## src/rtl/sabs_pkg.sv

```systemverilog
package sabs_pkg;

  localparam int INSTR_W   = 32;
  localparam int VEC_W     = 128;
  localparam int REG_IDX_W = 5;
  localparam int N_SIZES   = 4;

  localparam logic [4:0]  VEC_MAJOR = 5'b01110;
  localparam logic [4:0]  SCA_MAJOR = 5'b11110;
  localparam logic [11:0] TAIL_CODE = 12'b1000_0010_1110;

  typedef enum logic [1:0] {
    LANE_B = 2'd0,
    LANE_H = 2'd1,
    LANE_S = 2'd2,
    LANE_D = 2'd3
  } lane_sz_e;

  typedef struct packed {
    logic                 match;
    logic                 negate;
    logic                 full;
    lane_sz_e             lsz;
    logic [REG_IDX_W-1:0] rd;
  } dec_t;

endpackage

```

## src/rtl/sabs_decode.sv

```systemverilog
module sabs_decode
  import sabs_pkg::*;
(
  input  logic [INSTR_W-1:0] instr_i,
  output dec_t               dec_o
);

  logic tail_ok;
  logic is_vec;
  logic is_sca;
  logic rn_unused;

  // Source-register field is not needed: the operand arrives on a port.
  assign rn_unused = ^instr_i[9:5];

  always_comb begin
    tail_ok = (instr_i[21:10] == TAIL_CODE);
    is_vec  = !instr_i[31] && (instr_i[28:24] == VEC_MAJOR) && tail_ok;
    is_sca  = (instr_i[31:30] == 2'b01) && (instr_i[28:24] == SCA_MAJOR) &&
              (instr_i[23:22] == 2'b11) && tail_ok;

    dec_o        = '0;
    dec_o.negate = instr_i[29];
    dec_o.rd     = instr_i[REG_IDX_W-1:0];

    if (is_sca) begin
      dec_o.match = 1'b1;
      dec_o.full  = 1'b0;
      dec_o.lsz   = LANE_D;
    end else if (is_vec) begin
      // 64-bit lanes in a 64-bit vector are rejected.
      dec_o.match = !((instr_i[23:22] == 2'b11) && !instr_i[30]);
      dec_o.full  = instr_i[30];
      dec_o.lsz   = lane_sz_e'(instr_i[23:22]);
    end
  end

endmodule

```

## src/rtl/sabs_lane_bank.sv

```systemverilog
module sabs_lane_bank #(
  parameter int VEC_W  = 128,
  parameter int LANE_W = 8
) (
  input  logic [VEC_W-1:0] src_i,
  input  logic             neg_i,
  output logic [VEC_W-1:0] res_o
);

  localparam int N_LANES = VEC_W / LANE_W;

  for (genvar l = 0; l < N_LANES; l++) begin : g_lane
    logic [LANE_W-1:0] a;
    logic              flip;

    assign a    = src_i[l*LANE_W +: LANE_W];
    assign flip = neg_i | a[LANE_W-1];
    // Subtraction is confined to LANE_W bits, so the most negative value wraps.
    assign res_o[l*LANE_W +: LANE_W] = flip ? (LANE_W'(0) - a) : a;
  end

endmodule

```

## src/rtl/simd_absneg_unit.sv

```systemverilog
module simd_absneg_unit
  import sabs_pkg::*;
#(
  parameter int VEC_W = sabs_pkg::VEC_W
) (
  input  logic                 clk,
  input  logic                 rst,
  input  logic                 op_valid_i,
  input  logic [INSTR_W-1:0]   instr_i,
  input  logic [VEC_W-1:0]     src_i,
  output logic [VEC_W-1:0]     res_o,
  output logic [REG_IDX_W-1:0] rd_o,
  output logic                 valid_o,
  output logic                 undef_o
);

  localparam int HALF_W = VEC_W / 2;
  localparam logic [VEC_W-1:0] LOW_MASK = {{HALF_W{1'b0}}, {HALF_W{1'b1}}};

  dec_t             dec;
  logic [VEC_W-1:0] bank_res [N_SIZES];
  logic [VEC_W-1:0] lane_sel;
  logic [VEC_W-1:0] lane_out;

  sabs_decode u_dec (
    .instr_i (instr_i),
    .dec_o   (dec)
  );

  // One lane bank per width; the size field picks one bank's output.
  for (genvar g = 0; g < N_SIZES; g++) begin : g_bank
    sabs_lane_bank #(
      .VEC_W  (VEC_W),
      .LANE_W (8 << g)
    ) u_bank (
      .src_i (src_i),
      .neg_i (dec.negate),
      .res_o (bank_res[g])
    );
  end

  always_comb begin
    lane_sel = bank_res[dec.lsz];
    lane_out = dec.full ? lane_sel : (lane_sel & LOW_MASK);
  end

  always_ff @(posedge clk) begin
    if (rst) begin
      res_o   <= '0;
      rd_o    <= '0;
      valid_o <= 1'b0;
      undef_o <= 1'b0;
    end else begin
      valid_o <= op_valid_i & dec.match;
      undef_o <= op_valid_i & ~dec.match;
      res_o   <= (op_valid_i && dec.match) ? lane_out : '0;
      if (op_valid_i) begin
        rd_o <= dec.rd;
      end
    end
  end

endmodule

```

## config.mk

```make
export PLATFORM = sky130hd
export DESIGN_NAME = simd_absneg_unit
export DESIGN_NICKNAME = d
export VERILOG_FILES = /design/src/rtl/sabs_pkg.sv /design/src/rtl/sabs_decode.sv /design/src/rtl/sabs_lane_bank.sv /design/src/rtl/simd_absneg_unit.sv
export SDC_FILE = /design/constraint.sdc
export NUM_CORES = 1
export LEC_CHECK = 0
export ABC_AREA = 0
export ABC_CLOCK_PERIOD_IN_PS = 4900
export BUFFER_PORTS_ARGS = -buffer_cell sky130_fd_sc_hd__buf_2
export CAP_MARGIN = 20
export CORE_ASPECT_RATIO = 0.8
export CORE_MARGIN = 2
export CORE_UTILIZATION = 52
export DETAILED_ROUTE_END_ITERATION = 8
export PLACE_DENSITY = 0.82
export SYNTH_ARGS = -nofsm -noshare
export SYNTH_HDL_FRONTEND = slang
export SYNTH_SLANG_ARGS = --single-unit
```

## constraint.sdc

```tcl
create_clock -name clk -period 4.9 [get_ports clk]
set_input_delay 1.47 -clock clk [delete_from_list [all_inputs] [get_ports clk]]
set_output_delay 1.47 -clock clk [all_outputs]
set_load 0.01 [all_outputs]
```

==> impl_metrics.yaml, run 1 <==
run_status:
  status: "finished, final reports clean"
placed_design:
  dp.cells: 1664
  dpl.hpwl_um: 22700
  gp_congestion: 0.960
  pre_cts_slack_ps: 399
  port_buffers: 292
global_routing:
  grt_usage_pct: 32.5
  grt_pass1_vias: 9294
  grt_max_degree: 66
  overflow: 0
  grt_pass1_wl_um: 46300
  antenna_found_initial: 0
clocking:
  clkTransAtPathRegs_ps: 60
  cts_buffers: 17
  cts_sinks: 135
  postCtsSetupRepairBufs: 0
  htree_num_levels: 4
  worstSkewPairLatency_ps: 440
  cts_tree: "built"
  cts.path.max_buffers: 2
  cts-hold-fix-buffers: 0
  cts_resized: 0
  cts_root_buffer: "clkbuf_16"
pwr:
  p_per_area_nw_per_um2: 252
  p_comb_share_pct: 14.8
  irDropWorstVdd_uv: 237
  pwr-share-seq_pct: 39.3
  total_leakage_power_nw: 5.02
  switchingPower_mw: 0.770
  sw_frac_of_total_pct: 27.5
  power.internal_mw: 2.03
  pwr-share-clk_pct: 45.9
sta:
  fin_crit_sh_pct: 82.7
  skew_ps: 0
  rsz0062_at_grt: "false"
  period_needed_ps: 4050
  hold_viol_final: 0
  post-route-worst-setup-slack_ps: 846
  slew_headroom_pct: 37.6
  slew_violations: 0
  fmax_mhz: 247
  worst_pin_slew_ps: 933
  setup-tns-final_ps: 0
  finalSetupViolCount: 0
  whs_ps: 496
synth:
  synthCells: 1175
  synth_top_cells_by_area: "dfxtp_1 (31%), nor2_1 (8.1%), xnor2_1 (5.5%)"
  async_flop_share_pct: 0
  syn_avg_cell_area_um2: 7.47
  yosysWarnings: 0
  synth_most_common_cell: "nor2_1"
  synth_top_area_cell: "dfxtp_1"
  synthesis.nets: 1354
  ys.flop_type: "dfxtp_1"
  ys_ff_latch: 135
  synth_edf_count: 0
  synthTopCellsByCount: "nor2_1 (190), dfxtp_1 (135), nand2_1 (92)"
  synth_top_area_share_pct: 30.8
  synth.distinct_cells: 84
  yosysSeqAreaShare_pct: 30.8
  synthesis.area_um2: 8780
detailed_routing:
  drc: 0
  routedWlPerCell_um: 17.6
  routed_via_density: 5.93
  drtIter0Drc: 1145
  antenna_left: 0
  vias: 10063
  drt_pass1_iterations: 6
  drt_wl_total_um: 29800
finish:
  final_cell_count_no_fill: 1698
  finalNetCount: 1642
  num-fill-cells: 1404
  area_growth_pct: 26.6
  finish.utilization_pct: 67.2
  layout-drive-gt1-share_pct: 26.8
setup_path:
  critPathTopFamily: "simple AND/OR/NAND/NOR gates"
  path_cells: "buf_2 -> nor4_1 -> and3_1 -> nand2_1 -> nor2_1 -> o31ai_1 -> nand2b_1 -> o211ai_1 -> a221oi_1"
  path_buf_inv: 1
  max_stage_delay_ps: 650
  r2r_cells: 2
  critical_path_arrival_ps: 4390
  cp-start-kind: "input port"
  end_kind: "register"
  required_ps: 5240
  worstSetupPathType: "input port to register"
  path_depth: 9
  slowest_stage: "nor4_1"
  worstPathMaxFanout: 13
floorplanning:
  dieHeight_um: 120
  fp-row-count: 42
  die-area_um2: 18000
  core_um2: 16600
  start_util_pct: 53.1
  die_width_um: 149
  num_io_pins: 298
job:
  drv_cap: 0
hold_path:
  holdPathStages: 2
  hold_path.class: "register to register"
## per-stage QoR
| step | power (mW) | area (um^2) |
|---|---|---|
| detailed placement | 1.53 | 10500 |
| global route | 2.90 | 11100 |
| global placement | 1.52 | 10500 |
| floorplan | 1.37 | 8780 |
| finish | 2.80 | 11100 |
| CTS | 2.80 | 11100 |
## state kept, by name, indices dropped and copies added, names as in the netlist
| name | cells |
|---|---|
| res_o | 128 |
| rd_o | 5 |
| undef_o | 1 |
| valid_o | 1 |
## power groups by stage
stage               sequential, mW  clock (mW)  combinational, mW
finish                        1.10        1.29              0.414
global route                  1.10        1.34              0.455
CTS                           1.10        1.29              0.406
detailed placement            1.13           0              0.402
global placement              1.13           0              0.392
floorplan                     1.13           0              0.238
## per-layer routing
metal / GRT usage (%) / wire, um
met5: 0 / 0
met4: 11.7 / 607
met3: 7.47 / 3270
met2: 51.2 / 13400
met1: 43.8 / 12600
## cells in the final DEF, fill, tap and decap left out, types with 4 or more instances in the layout
| cell type | n |
|---|---|
| buf_2 | 292 |
| nand2b_1 | 15 |
| a211oi_1 | 19 |
| mux2i_1 | 12 |
| nand4_1 | 10 |
| o21ai_0 | 84 |
| inv_1 | 42 |
| nor3_1 | 40 |
| clkbuf_16 | 17 |
| nand2_1 | 92 |
| or4_1 | 9 |
| a21o_1 | 6 |
| o31ai_1 | 13 |
| ha_1 | 16 |
| xor2_1 | 43 |
| and2_1 | 8 |
| nor2b_1 | 11 |
| or2_2 | 11 |
| nor4_1 | 17 |
| nor2_1 | 190 |
| a22oi_1 | 8 |
| a21boi_0 | 7 |
| buf_4 | 32 |
| a21oi_1 | 84 |
| o22ai_1 | 9 |
| o21a_1 | 6 |
| xnor2_1 | 55 |
| or3_1 | 34 |
| nand3_1 | 29 |
| dfxtp_1 | 135 |
| and3_1 | 8 |
| nor3b_1 | 6 |
| a31oi_1 | 28 |
| clkinv_4 | 4 |
## worst paths after layout
check | start | endpoint | slack [ps]
max reg2reg | rd_o[0]$_SDFFE_PP0P_ | rd_o[0]$_SDFFE_PP0P_ | 4290
min reg2reg | rd_o[1]$_SDFFE_PP0P_ | rd_o[1]$_SDFFE_PP0P_ | 500
max | instr_i[16] | res_o[97]$_SDFF_PP0_ | 850
min | rd_o[1]$_SDFFE_PP0P_ | rd_o[1]$_SDFFE_PP0P_ | 500
## final cells by class
| type | count | area, um^2 | area share, % |
|---|---|---|---|
| sequential | 135 | 2700 | 24.3 |
| inverter | 42 | 158 | 1.42 |
| multi-input combinational | 943 | 5690 | 51.2 |
| timing repair buffer | 324 | 1700 | 15.3 |
| tap | 220 | 275 | 2.48 |
| clock buffer | 19 | 433 | 3.89 |
| clock inverter | 13 | 148 | 1.33 |
| antenna | 2 | 5.00 | 0.0450 |
## logic make-up (layout without fill, tap and decap cells)
group	count (synthesis)	after routing	synth area share [%]
xor+xnor	98	98	9.77
fa+ha+maj	16	16	2.28
compound gates	308	308	22.6
mux	13	13	1.50
other cells	0	2	0
flops	135	135	30.8
simple gates	508	508	28.5
buf+inv	97	398	4.59
## worst reg2reg max path, stage by stage, from the launching register on
cell     delay, ps
dfxtp_1        330
mux2i_1        120
nor2_1          50
Note: power is estimated with default switching activity, not from simulation.
==> inputs of run 2 (changes only) <==
--- a/config.mk
+++ b/config.mk
@@ -6,7 +6,7 @@
 export NUM_CORES = 1
 export LEC_CHECK = 0
 export ABC_AREA = 0
-export ABC_CLOCK_PERIOD_IN_PS = 4900
+export ABC_CLOCK_PERIOD_IN_PS = 3900
 export BUFFER_PORTS_ARGS = -buffer_cell sky130_fd_sc_hd__buf_2
 export CAP_MARGIN = 20
 export CORE_ASPECT_RATIO = 0.8
==> constraint.sdc (replaced) <==
create_clock -name clk -period 3.9 [get_ports clk]
set_input_delay 1.17 -clock clk [delete_from_list [all_inputs] [get_ports clk]]
set_output_delay 1.17 -clock clk [all_outputs]
set_load 0.01 [all_outputs]
==> run 2 against run 1 <==
  * Flip-flop and latch count unchanged
  * Clock skew unchanged
  * Combinational power increased by 28%
  * Setup slack got worse by 540 ps
  * Worst hold slack improved by 3.1 ps
  * Sequential power increased by 25%
  * Power increased by 36%
  * Critical path type unchanged
  * Critical endpoint is now res_o[126]$_SDFF_PP0_
==> impl_metrics.yaml, run 2 (synthesis results as in run 1) <==
run_status:
  status: "finished, final reports clean"
clocking:
  cts_sinks: 135
  cts-hold-fix-buffers: 0
  postCtsSetupRepairBufs: 0
  htree_num_levels: 4
  cts_buffers: 17
  cts_resized: 0
  clkTransAtPathRegs_ps: 70
  cts_tree: "built"
  cts.path.max_buffers: 2
  cts_root_buffer: "clkbuf_16"
  worstSkewPairLatency_ps: 430
sta:
  worst_pin_slew_ps: 834
  skew_ps: 0
  slew_violations: 0
  fin_crit_sh_pct: 92.1
  fmax_mhz: 278
  finalSetupViolCount: 0
  rsz0062_at_grt: "false"
  period_needed_ps: 3590
  hold_viol_final: 0
  whs_ps: 499
  slew_headroom_pct: 44.2
global_routing:
  grt_pass1_vias: 9409
  grt_max_degree: 66
  overflow: 0
  grt_usage_pct: 33.0
  grt_pass1_wl_um: 46800
  antenna_found_initial: 0
pwr:
  p_total_mw: 3.80
  irDropWorstVdd_uv: 283
  total_leakage_power_nw: 5.28
  p_per_area_nw_per_um2: 329
placed_design:
  port_buffers: 292
  gp_congestion: 0.971
  dpl.hpwl_um: 22900
floorplanning:
  die-area_um2: 18000
  start_util_pct: 53.1
  fp-row-count: 42
  core_um2: 16600
  die_width_um: 149
  num_io_pins: 298
  dieHeight_um: 120
setup_path:
  worstPathMaxFanout: 4
  path_cells: "buf_2 -> inv_1 -> ha_1 -> or4b_4 -> nor4_4 -> nand4_1 -> a2111oi_4 -> o21ai_2 -> a2111oi_4 -> nor3_1 -> o21ba_1"
  max_stage_delay_ps: 490
  cp_common_cell: "a2111oi_4"
  cp-start-kind: "input port"
  required_ps: 4230
  slowest_stage: "or4b_4"
  worstSetupPathType: "input port to register"
  end_kind: "register"
  critical_path_arrival_ps: 3930
finish:
  finish.utilization_pct: 69.9
  layout-drive-gt1-share_pct: 28.8
  reg.largest.list: "res_o: 128 flops, rd_o: 5 flops"
  final_common_cell: "buf_2"
  layout_common_cells: "buf_2 (292), nor2_1 (190), dfxtp_1 (135)"
  antenna_cells: 0
  finalNetCount: 1682
  area_growth_pct: 31.8
  largest_reg_flops: 128
  largest_register: "res_o"
hold_path:
  hold_path.class: "register to register"
detailed_routing:
  routed_via_density: 5.89
  drtIter0Drc: 995
  antenna_left: 0
  drc: 0
  vias: 10220
  drt_wl_total_um: 30400
  routedWlPerCell_um: 17.5
  drt_pass1_iterations: 6
job:
  drv_cap: 0
[run 2: changes by cell type in the layout (fill, tap and decap cells not counted), moves of 2 or more]
cell	change
buf_12	+5
diode_2	-2
clkbuf_1	-2
bufinv_16	+4
clkinv_2	-3
buf_4	+35
[run 2: power breakdown]
group | internal (mW) | switching [mW]
Combinational | 0.228 | 0.302
Clock | 1.22 | 0.664
Sequential | 1.38 | 0.00178
Total | 2.83 | 0.967
[run 2: layer usage]
layer  GRT usage (%)  up-vias  part of all wire, %
li1                -     4846                    -
met1            43.9     4728                   42
met4            10.3        0                  1.7
met5               0        -                    0
met2            53.2      591                   45
met3            7.55       55                   11
[run 2: per-stage QoR]
stage,worst slack (ps),cells,instance area (um^2),TNS (ps)
3_3_place_gp,-4.70,1704,10900,-4.70
2_1_floorplan,256,1175,8780,0
3_5_place_dp,-90.3,1704,10900,-90.3
4_1_cts,367,1735,11600,0
6_report,306,1735,11600,0
5_1_grt,209,1735,11600,0
[run 2: layout make-up]
cell class | instances | area, um^2
Fill cell | 1393 | 4980
Clock inverter | 13 | 241
Inverter | 42 | 158
Sequential cell | 135 | 2700
Tap cell | 220 | 275
Clock buffer | 18 | 439
Multi-Input combinational cell | 943 | 5690
Timing Repair Buffer | 364 | 2060
[run 2: worst paths after layout]
kind                                            from               endpoint  slack (ps)  cells past startpoint
worst max-delay path                       src_i[65]  res_o[126]$_SDFF_PP0_         310                     11
worst min-delay path            rd_o[0]$_SDFFE_PP0P_   rd_o[0]$_SDFFE_PP0P_         500                      2
worst max register to register  rd_o[1]$_SDFFE_PP0P_   rd_o[1]$_SDFFE_PP0P_        3280                      2
worst min register to register  rd_o[0]$_SDFFE_PP0P_   rd_o[0]$_SDFFE_PP0P_         500                      2
[run 2: worst max-delay path: cells and delay by family]
kind                       cells  cell delay [ps]
and+or+nand+nor                4             1240
adders and majority gates      1              150
buffers and inverters          2              170
AOI/OAI and AO/OA              4             1200
